`config.mk`:
```
export PLATFORM = sky130hd
export DESIGN_NAME = burst_col_gen
export DESIGN_NICKNAME = d
export VERILOG_FILES = /design/src/rtl/bcg_pkg.sv /design/src/rtl/bcg_mode_reg.sv /design/src/rtl/bcg_burst_ctl.sv /design/src/rtl/bcg_addr_gen.sv /design/src/rtl/burst_col_gen.sv
export SDC_FILE = /design/constraint.sdc
export NUM_CORES = 1
export LEC_CHECK = 0
export BUFFER_PORTS_ARGS = -buffer_cell sky130_fd_sc_hd__buf_4
export CORE_MARGIN = 5
export CORE_UTILIZATION = 34
export CTS_BUF_LIST = sky130_fd_sc_hd__clkbuf_16
export CTS_CLUSTER_SIZE = 20
export DETAILED_ROUTE_END_ITERATION = 12
export GPL_ROUTABILITY_DRIVEN = 0
export PLACE_DENSITY_LB_ADDON = 0.2
export SLEW_MARGIN = 25
export SYNTH_ARGS = -nofsm -noshare
export SYNTH_HDL_FRONTEND = slang
export SYNTH_SLANG_ARGS = --single-unit
```
`constraint.sdc`:
```
create_clock -name clk -period 2.7 [get_ports clk]
set_input_delay 0.135 -clock clk [delete_from_list [all_inputs] [get_ports clk]]
set_output_delay 0.135 -clock clk [all_outputs]
set_load 0.02 [all_outputs]
```
`src/rtl/bcg_pkg.sv`:
```
// Package for the burst column generator.
// Holds the field positions of the mode word, the decoded settings type and
// the decoding function that the mode register uses.
package bcg_pkg;

    localparam int MODE_W  = 12;
    localparam int LEN_LSB = 0;
    localparam int ORD_BIT = 3;
    localparam int LAT_LSB = 4;
    localparam int WRM_BIT = 9;

    typedef struct packed {
        logic [3:0] len_log;    // log2 of beats per burst
        logic       interleave; // 1 = XOR ordering
        logic [1:0] rd_lat;     // read latency in clocks
        logic       single_wr;  // writes are one beat
    } cfg_t;

    typedef struct packed {
        cfg_t cfg;
        logic bad;
    } mode_dec_t;

    localparam cfg_t CFG_RESET = '{len_log: 4'd0, interleave: 1'b0,
                                   rd_lat: 2'd2, single_wr: 1'b0};

    // Decode a mode word; full_log is the len_log value for full page.
    function automatic mode_dec_t decode_mode(input logic [MODE_W-1:0] w,
                                              input logic [3:0] full_log);
        mode_dec_t r;
        r = '0;
        r.cfg.interleave = w[ORD_BIT];
        r.cfg.single_wr  = w[WRM_BIT];
        case (w[LEN_LSB +: 3])
            3'b000:  r.cfg.len_log = 4'd0;
            3'b001:  r.cfg.len_log = 4'd1;
            3'b010:  r.cfg.len_log = 4'd2;
            3'b011:  r.cfg.len_log = 4'd3;
            3'b111: begin
                r.cfg.len_log = full_log;
                if (w[ORD_BIT]) r.bad = 1'b1;
            end
            default: r.bad = 1'b1;
        endcase
        case (w[LAT_LSB +: 3])
            3'b010:  r.cfg.rd_lat = 2'd2;
            3'b011:  r.cfg.rd_lat = 2'd3;
            default: r.bad = 1'b1;
        endcase
        return r;
    endfunction

endpackage

```
`src/rtl/bcg_mode_reg.sv`:
```
// Mode register.
// Decodes the mode word when a load arrives. The settings are taken only if
// the word holds no reserved code; otherwise the error flag is set and the
// old settings stay. Assumes the full-page log fits in four bits.
module bcg_mode_reg
    import bcg_pkg::*;
#(
    parameter int COL_W = 9
) (
    input  logic              clk,
    input  logic              rst_n,
    input  logic              load,
    input  logic [MODE_W-1:0] word,
    output cfg_t              cfg,
    output logic              err
);

    localparam logic [3:0] FULL_LOG = 4'(COL_W);

    mode_dec_t dec;

    // Decode the incoming word every cycle.
    always_comb begin
        dec = decode_mode(word, FULL_LOG);
    end

    // Latch valid settings or flag a reserved code.
    always_ff @(posedge clk) begin
        if (!rst_n) begin
            cfg <= CFG_RESET;
            err <= 1'b0;
        end else if (load) begin
            if (dec.bad) begin
                err <= 1'b1;
            end else begin
                cfg <= dec.cfg;
                err <= 1'b0;
            end
        end
    end

endmodule

```
`src/rtl/bcg_burst_ctl.sv`:
```
// Burst controller.
// Captures the start column, length and ordering when a command is accepted,
// then counts beats. Ends the burst on the final beat or on terminate; a new
// command takes priority over both. Full-page bursts have no final beat.
module bcg_burst_ctl
    import bcg_pkg::*;
#(
    parameter int COL_W = 9
) (
    input  logic             clk,
    input  logic             rst_n,
    input  logic             cmd_valid,
    input  logic             cmd_write,
    input  logic [COL_W-1:0] cmd_col,
    input  logic             term,
    input  cfg_t             cfg,
    output logic             active,
    output logic [COL_W-1:0] start,
    output logic [COL_W-1:0] beat,
    output logic [COL_W-1:0] mask,
    output logic             ilv,
    output logic             last
);

    localparam logic [3:0] FULL_LOG = 4'(COL_W);

    logic [3:0] len_log;
    logic [3:0] eff_log;
    logic       full;

    // Length to capture: single-beat writes override the programmed length.
    always_comb begin
        eff_log = (cfg.single_wr && cmd_write) ? 4'd0 : cfg.len_log;
    end

    // One mask bit for each column bit that the burst walks through.
    for (genvar i = 0; i < COL_W; i++) begin : g_mask
        assign mask[i] = (len_log > 4'(i));
    end

    assign full = (len_log == FULL_LOG);
    assign last = active && !full && (beat == mask);

    // Start, advance and end bursts.
    always_ff @(posedge clk) begin
        if (!rst_n) begin
            active  <= 1'b0;
            start   <= '0;
            beat    <= '0;
            len_log <= 4'd0;
            ilv     <= 1'b0;
        end else if (cmd_valid) begin
            active  <= 1'b1;
            start   <= cmd_col;
            beat    <= '0;
            len_log <= eff_log;
            ilv     <= cfg.interleave;
        end else if (active) begin
            if (term || last) begin
                active <= 1'b0;
            end else begin
                beat <= beat + 1'b1;
            end
        end
    end

endmodule

```
`src/rtl/bcg_addr_gen.sv`:
```
// Address generator.
// Forms the column for the current beat. Column bits outside the mask come
// from the start; bits inside it take either the sum of start and beat or
// their XOR. Assumes beat never exceeds the mask (the controller ensures it).
module bcg_addr_gen #(
    parameter int COL_W = 9
) (
    input  logic [COL_W-1:0] start,
    input  logic [COL_W-1:0] beat,
    input  logic [COL_W-1:0] mask,
    input  logic             ilv,
    output logic [COL_W-1:0] addr
);

    logic [COL_W-1:0] sum;

    assign sum = start + beat;

    // Choose each column bit by mask and ordering.
    for (genvar i = 0; i < COL_W; i++) begin : g_bit
        assign addr[i] = !mask[i] ? start[i]
                       : (ilv ? (start[i] ^ beat[i]) : sum[i]);
    end

endmodule

```
`src/rtl/burst_col_gen.sv`:
```
// Burst column address generator, top level.
// Joins the mode register, the burst controller and the address generator.
// Assumes the commands it receives are already legal: the block accepts
// whatever arrives on cmd_valid.
module burst_col_gen
    import bcg_pkg::*;
#(
    parameter int COL_W = 9
) (
    input  logic              clk,
    input  logic              rst_n,
    input  logic              mode_load,
    input  logic [MODE_W-1:0] mode_word,
    input  logic              cmd_valid,
    input  logic              cmd_is_write,
    input  logic [COL_W-1:0]  cmd_col,
    input  logic              term,
    output logic              col_valid,
    output logic [COL_W-1:0]  col_addr,
    output logic              col_last,
    output logic              mode_err,
    output logic [3:0]        cfg_len_log,
    output logic              cfg_interleave,
    output logic [1:0]        cfg_rd_lat,
    output logic              cfg_single_wr
);

    cfg_t             cfg;
    logic [COL_W-1:0] start;
    logic [COL_W-1:0] beat;
    logic [COL_W-1:0] mask;
    logic             ilv;

    bcg_mode_reg #(.COL_W(COL_W)) u_mode (
        .clk   (clk),
        .rst_n (rst_n),
        .load  (mode_load),
        .word  (mode_word),
        .cfg   (cfg),
        .err   (mode_err)
    );

    bcg_burst_ctl #(.COL_W(COL_W)) u_ctl (
        .clk       (clk),
        .rst_n     (rst_n),
        .cmd_valid (cmd_valid),
        .cmd_write (cmd_is_write),
        .cmd_col   (cmd_col),
        .term      (term),
        .cfg       (cfg),
        .active    (col_valid),
        .start     (start),
        .beat      (beat),
        .mask      (mask),
        .ilv       (ilv),
        .last      (col_last)
    );

    bcg_addr_gen #(.COL_W(COL_W)) u_addr (
        .start (start),
        .beat  (beat),
        .mask  (mask),
        .ilv   (ilv),
        .addr  (col_addr)
    );

    assign cfg_len_log    = cfg.len_log;
    assign cfg_interleave = cfg.interleave;
    assign cfg_rd_lat     = cfg.rd_lat;
    assign cfg_single_wr  = cfg.single_wr;

endmodule

```
Word-level counts from Yosys, hierarchy flattened
Cells that the tools add are included.

operators by class
  order comparisons = 9
  mux-type cells = 28
  add/sub/neg operators = 2
  reductions and logical operators = 11
  equal/unequal tests = 8
  bitwise operators = 12

operators by type and width
  operator             number
  $mux 1               24
  $gt 4x3->1 const B   4
  $pmux 4 s4           1
  $eq 3x2->1 const B   4
  $add 9x1->9 const B  1
  $add 9x9->9          1
  $eq 9x9->1           1
  $xor 1x1->1          9
  $gt 4x1->1 const B   2
  $gt 4x2->1 const B   2
  $eq 4x4->1 const B   1
  $gt 4x4->1 const B   1
  $mux 4               1
  $pmux 2 s2           1
  $reduce_and 2->1     2
  $reduce_or 2->1      2
  $reduce_or 4->1      1
  $eq 3x1->1 const B   1
  $eq 3x3->1 const B   1
  $logic_and 1x1->1    3
  $logic_not 3->1      1
  $not 1->1            3
  $pmux 1 s2           1
  $logic_not 1->1      1
  $logic_or 1x1->1     1

storage, ports and cells
  word-level logic and storage cells = 80
  output and inout bits = 20
  register bits = 33

Depth between registers and ports, before layout
Gate-level depths: netlist (run 1).

  word-level depth = 8
  gate-level depth with buffers = 7
  mapped depth without buffers = 7

Modules after synthesis
From an unflattened synthesis (run 1), not the netlist that was laid out.

unflattened totals
  cell total of the unflattened synthesis = 250
  area, all modules = 2155.8 µm²

by module, submodules not included
  module         area an instance (µm²)  sequential area each (µm²)  instances  cells an instance
  bcg_burst_ctl  1331.3                  480.5                       1          152
  bcg_addr_gen   464.2                   0.0                         1          61
  bcg_mode_reg   360.3                   160.2                       1          37

Least setup slack after synthesis (run 1)
Ideal clock, no wire load.

  kind = register to output
  start point = register u_ctl.beat[0]
  end point = output port col_addr[8]
  arrival = 2.122 ns
  slack = 0.443 ns
  required time = 2.565 ns
  stages on the path, launching flop included = 8
  path through = dfxtp_1 > ha_1 > fa_1 > a21o_1 > a21o_1 > a21boi_0 > mux2_2 > nand4_1

between the ends
  cells in the longest elaborated chain, start to end = 3

RTL lines
  element                   line                 RTL
  start: declaration        bcg_burst_ctl.sv:19  output logic [COL_W-1:0] beat,
  start signal: assignment  bcg_burst_ctl.sv:62  beat <= beat + 1'b1;
  $add 9x9->9               bcg_addr_gen.sv:17   assign sum = start + beat;
  $mux 1                    bcg_addr_gen.sv:22   : (ilv ? (start[i] ^ beat[i]) : sum[i]);
  $mux 1                    bcg_addr_gen.sv:21   assign addr[i] = !mask[i] ? start[i]
  end: declaration          burst_col_gen.sv:19  output logic [COL_W-1:0] col_addr,

No other way between the ends.

Worst setup path in the final report (run 1)
  start point = register u_ctl.start[0]
  end point = output port col_addr[8]

between the ends
  cells in the longest elaborated chain, start to end = 3

RTL lines
  element                   line                 RTL
  start: declaration        bcg_burst_ctl.sv:18  output logic [COL_W-1:0] start,
  start signal: assignment  bcg_burst_ctl.sv:54  start <= cmd_col;
  $add 9x9->9               bcg_addr_gen.sv:17
  $mux 1                    bcg_addr_gen.sv:22
  $mux 1                    bcg_addr_gen.sv:21

No other way between the ends.

==> summary.txt, run 1 <==
Outcome
  – Run status: finished clean

Logic synthesis
  – Avg Cell Area, Syn: 8.44 sq um
  – Most numerous cell in the Yosys netlist: sky130_fd_sc_hd__dfxtp_1
  – Warning count from the yosys run: 0
  – Top area cells in the synthesized netlist: sky130_fd_sc_hd__dfxtp_1, sky130_fd_sc_hd__mux2i_1, sky130_fd_sc_hd__ha_1
  – Flops & latches, synth: 31
  – Primary FF master, synth: sky130_fd_sc_hd__dfxtp_1
  – Post-synthesis instance area: about 2100 sq um
  – Mapped Cells: 252
  – Distinct cell type count after synthesis: 56
  – Cell taking the most area after synthesis: sky130_fd_sc_hd__dfxtp_1
  – Most instantiated cells after synthesis: sky130_fd_sc_hd__dfxtp_1, sky130_fd_sc_hd__nand2_1, sky130_fd_sc_hd__a21oi_1, sky130_fd_sc_hd__mux2i_1, sky130_fd_sc_hd__nor2b_1
  – Number of enable flip-flop cells after synthesis: 0
  – Fraction of synthesis flops using an asynchronous set or reset pin: 0%
  – Proportion of netlist area held by the largest area contributor: 29.2%
  – Sequential element share of the synthesized area: 29.2%
  – Synth Net Count: roughly 290

Pwr
  – Worst IR Drop VDD: between 200 and 250 uV
  – Sw Ratio: 23.7%
  – Internal power component: 0.878 mW
  – Power spent charging and discharging nets: 0.272 mW
  – Combinational cell fraction of total power: 13.0%
  – Sequential fraction of design power: between 40% and 50%
  – Design Power: 1.15 mW
  – Power per unit of standard cell area: 438 nW/um^2
  – Share of power burned in the clock network: 45.0%
  – Leakage power of the design: 1.11 nW

Flow run
  – Number of max-capacitance violations reported: 0

Global route
  – Pin count of the biggest net entering global routing: 24
  – Initial antenna violation count: 0
  – Total routing usage reported by global routing: a little over an eighth
  – First-pass GRT wire length: slightly above 8000 microns
  – Remaining global-route overflow: 0
  – Vias in the first global route: around 1700

Timing
  – Setup violators final: 0
  – Number of hold-slack violations in the final timing report: 0
  – Max transition margin: 55.1%
  – Fin Clk Skew: between 0.003 and 0.004 ns
  – Min Tclk post-route: 2.58 ns
  – Period utilisation layout: 95.5%
  – Post-route setup TNS: 0 ns
  – Unrepaired setup endpoints after global routing: false
  – Highest clock frequency the design can meet: 0.388 GHz
  – Transition time at the pin with the least slew margin: 0.672 ns
  – Count of pins over their slew limit: 0
  – Worst hold slack after final layout: roughly 0.075 ns

Die
  – Initial core utilization: 35.5%
  – Area of the die: 7930 sq um
  – Top-level port count: 47
  – Floorplan die width: 89.1 microns
  – Y dimension of the die: 89.1 microns
  – Number of standard-cell rows in the floorplan: 28
  – Core area: 5990 sq um

Worst setup path
  – CP required: 2.57 ns
  – Nature of the critical path startpoint: flip-flop
  – Max FO, Critical Path: 3
  – Setup Crit Path Kind: flip-flop to output pin
  – Element type at the critical path end: output pin
  – R2r setup slk: 0.73 ns
  – Arrival time at the worst endpoint: 2.44 ns

Place
  – Cell total after placement: around 360
  – Port-buffer cells: 41
  – HPWL Detailed: between 3000 and 4000 microns

CTS
  – Clock tree from TritonCTS: built
  – Total CTS buffers: 5
  – H-tree depth: 2
  – Clock Tree Root: sky130_fd_sc_hd__clkbuf_16
  – Maximum root-to-sink buffer count: 2
  – Clock insertion delay at the later pin of the skew report: 0.27 ns
  – Clock slew at the register clock pins of the worst setup and hold paths: 0.05 ns
  – Clk sink count: 31

Routing
  – ANT nets after route: 0
  – Iteration-0 DRC Markers: 80
  – Routed wire length on met3: 192 microns
  – Number of iterations in the first detailed-routing pass: 4
  – Highest Signal Layer: met4
  – Wire length the detailed router placed on met1: 2530 microns
  – DR vias/cell: 5.21
  – Count of vias placed by the detailed router: 1901
  – DRC violations left: 0
  – Average wire per standard cell: roughly 14 microns
  – Met2 Wirelength: around 2200 microns
  – Post-detailed-routing wire length: 4950 microns

Cells and area
  – Synthesis-to-finish area growth: 23.4%
  – Final nets: 326
  – Final antenna diode count: 0
  – Filler Cell Count: 629
  – Non-Filler Instances: between 300 and 400
  – Post-Route Utilization: 43.8%
  – Proportion of layout cells with a drive suffix above 1: 22.8%

Hold path
  – Worst min path class: input pin to flip-flop
==> logic make-up after synthesis <==
| kind of cell | count (synthesis) | share of synthesized area, % |
|---|---|---|
| buffers and inverters | 18 | 4.12 |
| adders and majority gates | 10 | 6.24 |
| DFF | 31 | 29.2 |
| AOI/OAI and AO/OA | 64 | 22.9 |
| and+or+nand+nor | 106 | 27.2 |
| xor gates and xnor gates | 5 | 2.06 |
| other | 1 | 0.176 |
| muxes | 17 | 8.12 |
==> worst max-delay path, cell delays in order (launching register included) <==
cell	delay [ns]
sky130_fd_sc_hd__dfxtp_1	0.32
sky130_fd_sc_hd__ha_1	0.22
sky130_fd_sc_hd__fa_1	0.39
sky130_fd_sc_hd__a21o_1	0.21
sky130_fd_sc_hd__a21o_1	0.22
sky130_fd_sc_hd__a21boi_1	0.23
sky130_fd_sc_hd__mux2_2	0.36
sky130_fd_sc_hd__nand4_1	0.08
sky130_fd_sc_hd__buf_4	0.14
==> metal layers <==
| metal | up-vias | global-route usage, % |
|---|---|---|
| li1 | 992 | - |
| met4 | 0 | 4.47 |
| met3 | 4 | 3.13 |
| met1 | 873 | 18.9 |
| met5 | - | 0 |
| met2 | 32 | 20.3 |
==> path summary, 6_finish.rpt <==
| check | start | cells past startpoint | end |
|---|---|---|---|
| max | u_ctl.start[0] | 8 | col_addr[8] |
| min | mode_load | 3 | u_mode.err |
| max reg2reg | u_ctl.len_log[3] | 5 | u_ctl.beat[5] |
| min reg2reg | u_mode.cfg[2] | 1 | u_mode.cfg[2] |
==> flip-flops by register name (all words and copies together) (netlist names) <==
register	cells
u_ctl.len_log	3
u_ctl.ilv	1
u_ctl.active	1
u_ctl.start	9
u_ctl.beat	9
u_mode.err	1
u_mode.cfg	7
==> power by group through the flow <==
stage	Sequential (mW)	Combinational [mW]	Clock, mW
after global routing	0.485	0.165	0.556
after CTS	0.483	0.152	0.534
after detailed placement	0.492	0.151	0
after global placement	0.492	0.150	0
after floorplan	0.494	0.0881	0
final	0.483	0.150	0.517
==> cells in the final DEF (no fill, tap or decap), types with 3 or more instances in the layout <==
cell type,Yosys,routed
sky130_fd_sc_hd__a2111o_1,4,4
sky130_fd_sc_hd__dfxtp_1,31,30
sky130_fd_sc_hd__mux2i_1,15,15
sky130_fd_sc_hd__o21ai_0,5,5
sky130_fd_sc_hd__inv_1,2,4
sky130_fd_sc_hd__nand3_1,14,14
sky130_fd_sc_hd__clkbuf_16,0,5
sky130_fd_sc_hd__buf_4,3,46
sky130_fd_sc_hd__nor3b_1,3,3
sky130_fd_sc_hd__nor3_1,5,5
sky130_fd_sc_hd__nand2_1,28,28
sky130_fd_sc_hd__a21o_1,8,8
sky130_fd_sc_hd__nor2b_1,15,15
sky130_fd_sc_hd__a21boi_0,10,9
sky130_fd_sc_hd__xor2_1,3,3
sky130_fd_sc_hd__nand2b_1,10,10
sky130_fd_sc_hd__nand4_1,5,5
sky130_fd_sc_hd__nor2_1,9,9
sky130_fd_sc_hd__ha_1,9,9
sky130_fd_sc_hd__a21oi_1,15,15
sky130_fd_sc_hd__o21ai_1,4,4
==> through the flow <==
stage	worst slack, ns	instance area (sq um)
detailed placement	0.301	2480
floorplan	0.443	2130
finish	0.121	2620
global route	0.0286	2620
CTS	0.0685	2620
global placement	0.307	2480
==> repair_timing <==
action / in CTS / in global routing
buffers inserted: 0 / 0
resized for setup: 1 / 1
hold buffers: 0 / 0
endpoints found under the setup margin: 1 / 1
==> final cells by class <==
cell class | count | area [sq um] | area share (%)
clock buffers | 5 | 125 | 4.77
clock inverters | 3 | 12.5 | 0.477
inverters | 2 | 7.51 | 0.286
multi-input cells | 203 | 1420 | 54.0
flip-flops and latches | 31 | 622 | 23.7
well taps | 75 | 93.8 | 3.58
repair buffers | 46 | 345 | 13.2
No activity file was read; power rests on OpenSTA's default activity.
==> run 2: changes to the inputs <==
--- a/config.mk
+++ b/config.mk
@@ -7,7 +7,7 @@
 export LEC_CHECK = 0
 export BUFFER_PORTS_ARGS = -buffer_cell sky130_fd_sc_hd__buf_4
 export CORE_MARGIN = 5
-export CORE_UTILIZATION = 34
+export CORE_UTILIZATION = 50
 export CTS_BUF_LIST = sky130_fd_sc_hd__clkbuf_16
 export CTS_CLUSTER_SIZE = 20
 export DETAILED_ROUTE_END_ITERATION = 12
==> run 2 against run 1 <==
Register-to-register slack about the same. Power down 1.2%. Sequential share of layout area up 0.45 points. Flip-flop and latch count did not move. Cell area is 1.9% lower. Worst setup slack gained 0.011 ns. Wire length fell by 3.8%. Hold slack better by 0.013 ns.
==> summary.txt, run 2 (synthesis results as in run 1) <==
Routing
  – Met2 Wirelength: 2210 microns (+1.3%)
  – Iteration-0 DRC Markers: 106 (+33%)
  – DRC violations left: 0 (unchanged)
  – Post-detailed-routing wire length: 4770 microns (-3.8%)
  – Count of vias placed by the detailed router: 1892 (-0.47%)
  – Average wire per standard cell: 14.2 microns (+4.5%)
  – Number of iterations in the first detailed-routing pass: 4 (unchanged)
  – Routed wire length on met3: 244 microns (+27%)
  – Highest Signal Layer: met4
  – ANT nets after route: 0 (unchanged)
  – Wire length the detailed router placed on met1: 2220 microns (-12%)
  – DR vias/cell: 5.63 (+8.1%)

Global route
  – First-pass GRT wire length: 8380 microns (+0.83%)
  – Initial antenna violation count: 0 (unchanged)
  – Vias in the first global route: 1861 (+6.5%)
  – Remaining global-route overflow: 0 (unchanged)
  – Pin count of the biggest net entering global routing: 24 (unchanged)
  – Total routing usage reported by global routing: 19.2% (+5.8 points)

Timing
  – Highest clock frequency the design can meet: 0.389 GHz (+0.44%)
  – Fin Clk Skew: 0.00313 ns (-0.000792 ns)
  – Min Tclk post-route: 2.57 ns (-0.0113 ns)
  – Count of pins over their slew limit: 0 (unchanged)
  – Max transition margin: 58.9% (+3.7 points)
  – Setup violators final: 0 (unchanged)
  – Number of hold-slack violations in the final timing report: 0 (unchanged)
  – Unrepaired setup endpoints after global routing: false
  – Period utilisation layout: 95.1% (-0.42 points)
  – Transition time at the pin with the least slew margin: 0.616 ns (-0.0560 ns)
  – Post-route setup TNS: 0 ns (unchanged)

Die
  – Y dimension of the die: 75.2 microns (-16%)
  – Initial core utilization: 52.4% (+17 points)
  – Number of standard-cell rows in the floorplan: 23 (-18%)
  – Area of the die: 5660 sq um (-29%)
  – Top-level port count: 47 (unchanged)
  – Core area: 4060 sq um (-32%)
  – Floorplan die width: 75.2 microns (-16%)

Worst setup path
  – Arrival time at the worst endpoint: 2.43 ns (about the same)
  – CP required: 2.57 ns (about the same)
  – Element type at the critical path end: output pin
  – Reg2reg path depth: 5 (unchanged)
  – Crit Reg-Reg Endpoint: u_ctl.beat[7]
  – Nature of the critical path startpoint: flip-flop
  – Setup Crit Path Kind: flip-flop to output pin
  – R2r setup slk: 0.74 ns (about the same)
  – Max FO, Critical Path: 7 (+4)
  – Reg2Reg Launch Point: u_ctl.len_log[3]

CTS
  – H-tree depth: 2 (unchanged)
  – Clk sink count: 31 (unchanged)
  – Clock slew at the register clock pins of the worst setup and hold paths: 0.05 ns (about the same)
  – Maximum root-to-sink buffer count: 2 (unchanged)
  – Total CTS buffers: 5 (unchanged)
  – Clock tree from TritonCTS: built
  – Clock Tree Root: sky130_fd_sc_hd__clkbuf_16
  – Clock insertion delay at the later pin of the skew report: 0.27 ns (about the same)
  – Post-CTS setup buffer count: 0 (unchanged)

Pwr
  – Worst IR Drop VDD: 345 uV (+50%)
  – Power per unit of standard cell area: 441 nW/um^2 (+0.67%)
  – Leakage power of the design: 1.09 nW (-2.0%)
  – Design Power: 1.14 mW (-1.2%)

Cells and area
  – Synthesis-to-finish area growth: 21.1%
  – Filler Cell Count: 390 (-38%)
  – Area of all sequential standard cells: 622 sq um (unchanged)
  – Final nets: 324 (-0.61%)
  – Most frequent standard cell in the layout excluding fill and tap cells: sky130_fd_sc_hd__buf_4
  – Largest registers ranked by flip-flop count: u_ctl.beat x9, u_ctl.start x9, u_mode.cfg x7
  – Most frequent cells in the layout: sky130_fd_sc_hd__buf_4, sky130_fd_sc_hd__dfxtp_1, sky130_fd_sc_hd__nand2_1
  – Final antenna diode count: 0 (unchanged)
  – Proportion of layout cells with a drive suffix above 1: 22.7% (-0.031 points)
  – Multi-input gate area: 1420 sq um (+0.44%)

Hold path
  – Hold path start: mode_load
  – Worst hold path endpoint: u_mode.err
  – Worst hold path depth: 3 (unchanged)
  – Worst min path class: input pin to flip-flop

Flow run
  – Number of max-capacitance violations reported: 0 (unchanged)

Place
  – HPWL Detailed: 3580 microns (-3.4%)
  – Port-buffer cells: 41 (unchanged)

Outcome
  – Run status: finished clean
==> run 2: cell types whose count changed in the layout (fill, tap and decap cells not counted), sizes merged <==
cell	before	now
buf	46	44
clkinv	1	0
inv	4	3
==> run 2: per-layer routing <==
| metal | global-route usage [%] | vias to the layer above |
|---|---|---|
| met3 | 4.67 | 8 |
| met5 | 0 | - |
| met4 | 7.38 | 0 |
| met2 | 31.3 | 40 |
| met1 | 24.6 | 859 |
| li1 | - | 985 |
==> run 2: repair_timing <==
| action | 4_1_cts | 5_1_grt |
|---|---|---|
| cloned | 0 | 0 |
| endpoints found under the setup margin | 1 | 1 |
| resized for setup | 1 | 3 |
| hold buffers | 0 | 0 |
| pin swaps | 0 | 1 |
| hold endpoints to repair | 0 | 0 |
==> run 2: cell type report <==
| type | count | area share (%) |
|---|---|---|
| repair buffers | 44 | 12.8 |
| well taps | 50 | 2.43 |
| flip-flops and latches | 31 | 24.1 |
| multi-input cells | 203 | 55.3 |
| clock buffers | 5 | 4.86 |
| clock inverters | 1 | 0.146 |
| inverters | 2 | 0.292 |
==> run 2: per-stage QoR <==
step | instances | hold WS (ns) | cell area [sq um] | utilization, % | setup slack [ns]
5_1_grt | 336 | 0.129 | 2570 | 63.5 | 0.00913
3_3_place_gp | 330 | 0.355 | 2440 | 60.1 | 0.259
6_report | 336 | 0.0880 | 2570 | 63.5 | 0.132
4_1_cts | 336 | 0.0829 | 2570 | 63.3 | 0.0311
2_1_floorplan | 252 | 0.251 | 2130 | - | 0.443
3_5_place_dp | 330 | 0.368 | 2440 | 60.1 | 0.234
==> run 2: worst max path at each step <==
stage                     cells after the start     endpoint           from  slack (ns)
final                                         7  col_addr[7]  u_ctl.beat[1]        0.13
after global routing                          7  col_addr[7]  u_ctl.beat[1]       0.009
after CTS                                     8  col_addr[8]  u_ctl.beat[0]        0.03
after detailed placement                      8  col_addr[8]  u_ctl.beat[0]        0.23
after global placement                        8  col_addr[8]  u_ctl.beat[0]        0.26
after floorplan                               7  col_addr[8]  u_ctl.beat[0]        0.44
==> run 2: critical path, stage by stage, from the launching register on <==
cell and delay, ns:
sky130_fd_sc_hd__dfxtp_1 0.47, sky130_fd_sc_hd__ha_1 0.30, sky130_fd_sc_hd__a21o_1 0.19, sky130_fd_sc_hd__a21o_1 0.21
sky130_fd_sc_hd__a211oi_1 0.29, sky130_fd_sc_hd__nor3_1 0.09, sky130_fd_sc_hd__or3b_2 0.44, sky130_fd_sc_hd__buf_4 0.17
==> run 2: report_power, final <==
group / total (mW) / internal (mW) / switching, mW
Clock: 0.503 / 0.326 / 0.177
Combinational: 0.149 / 0.0741 / 0.0751
Sequential: 0.484 / 0.472 / 0.0123
Total: 1.14 / 0.872 / 0.265
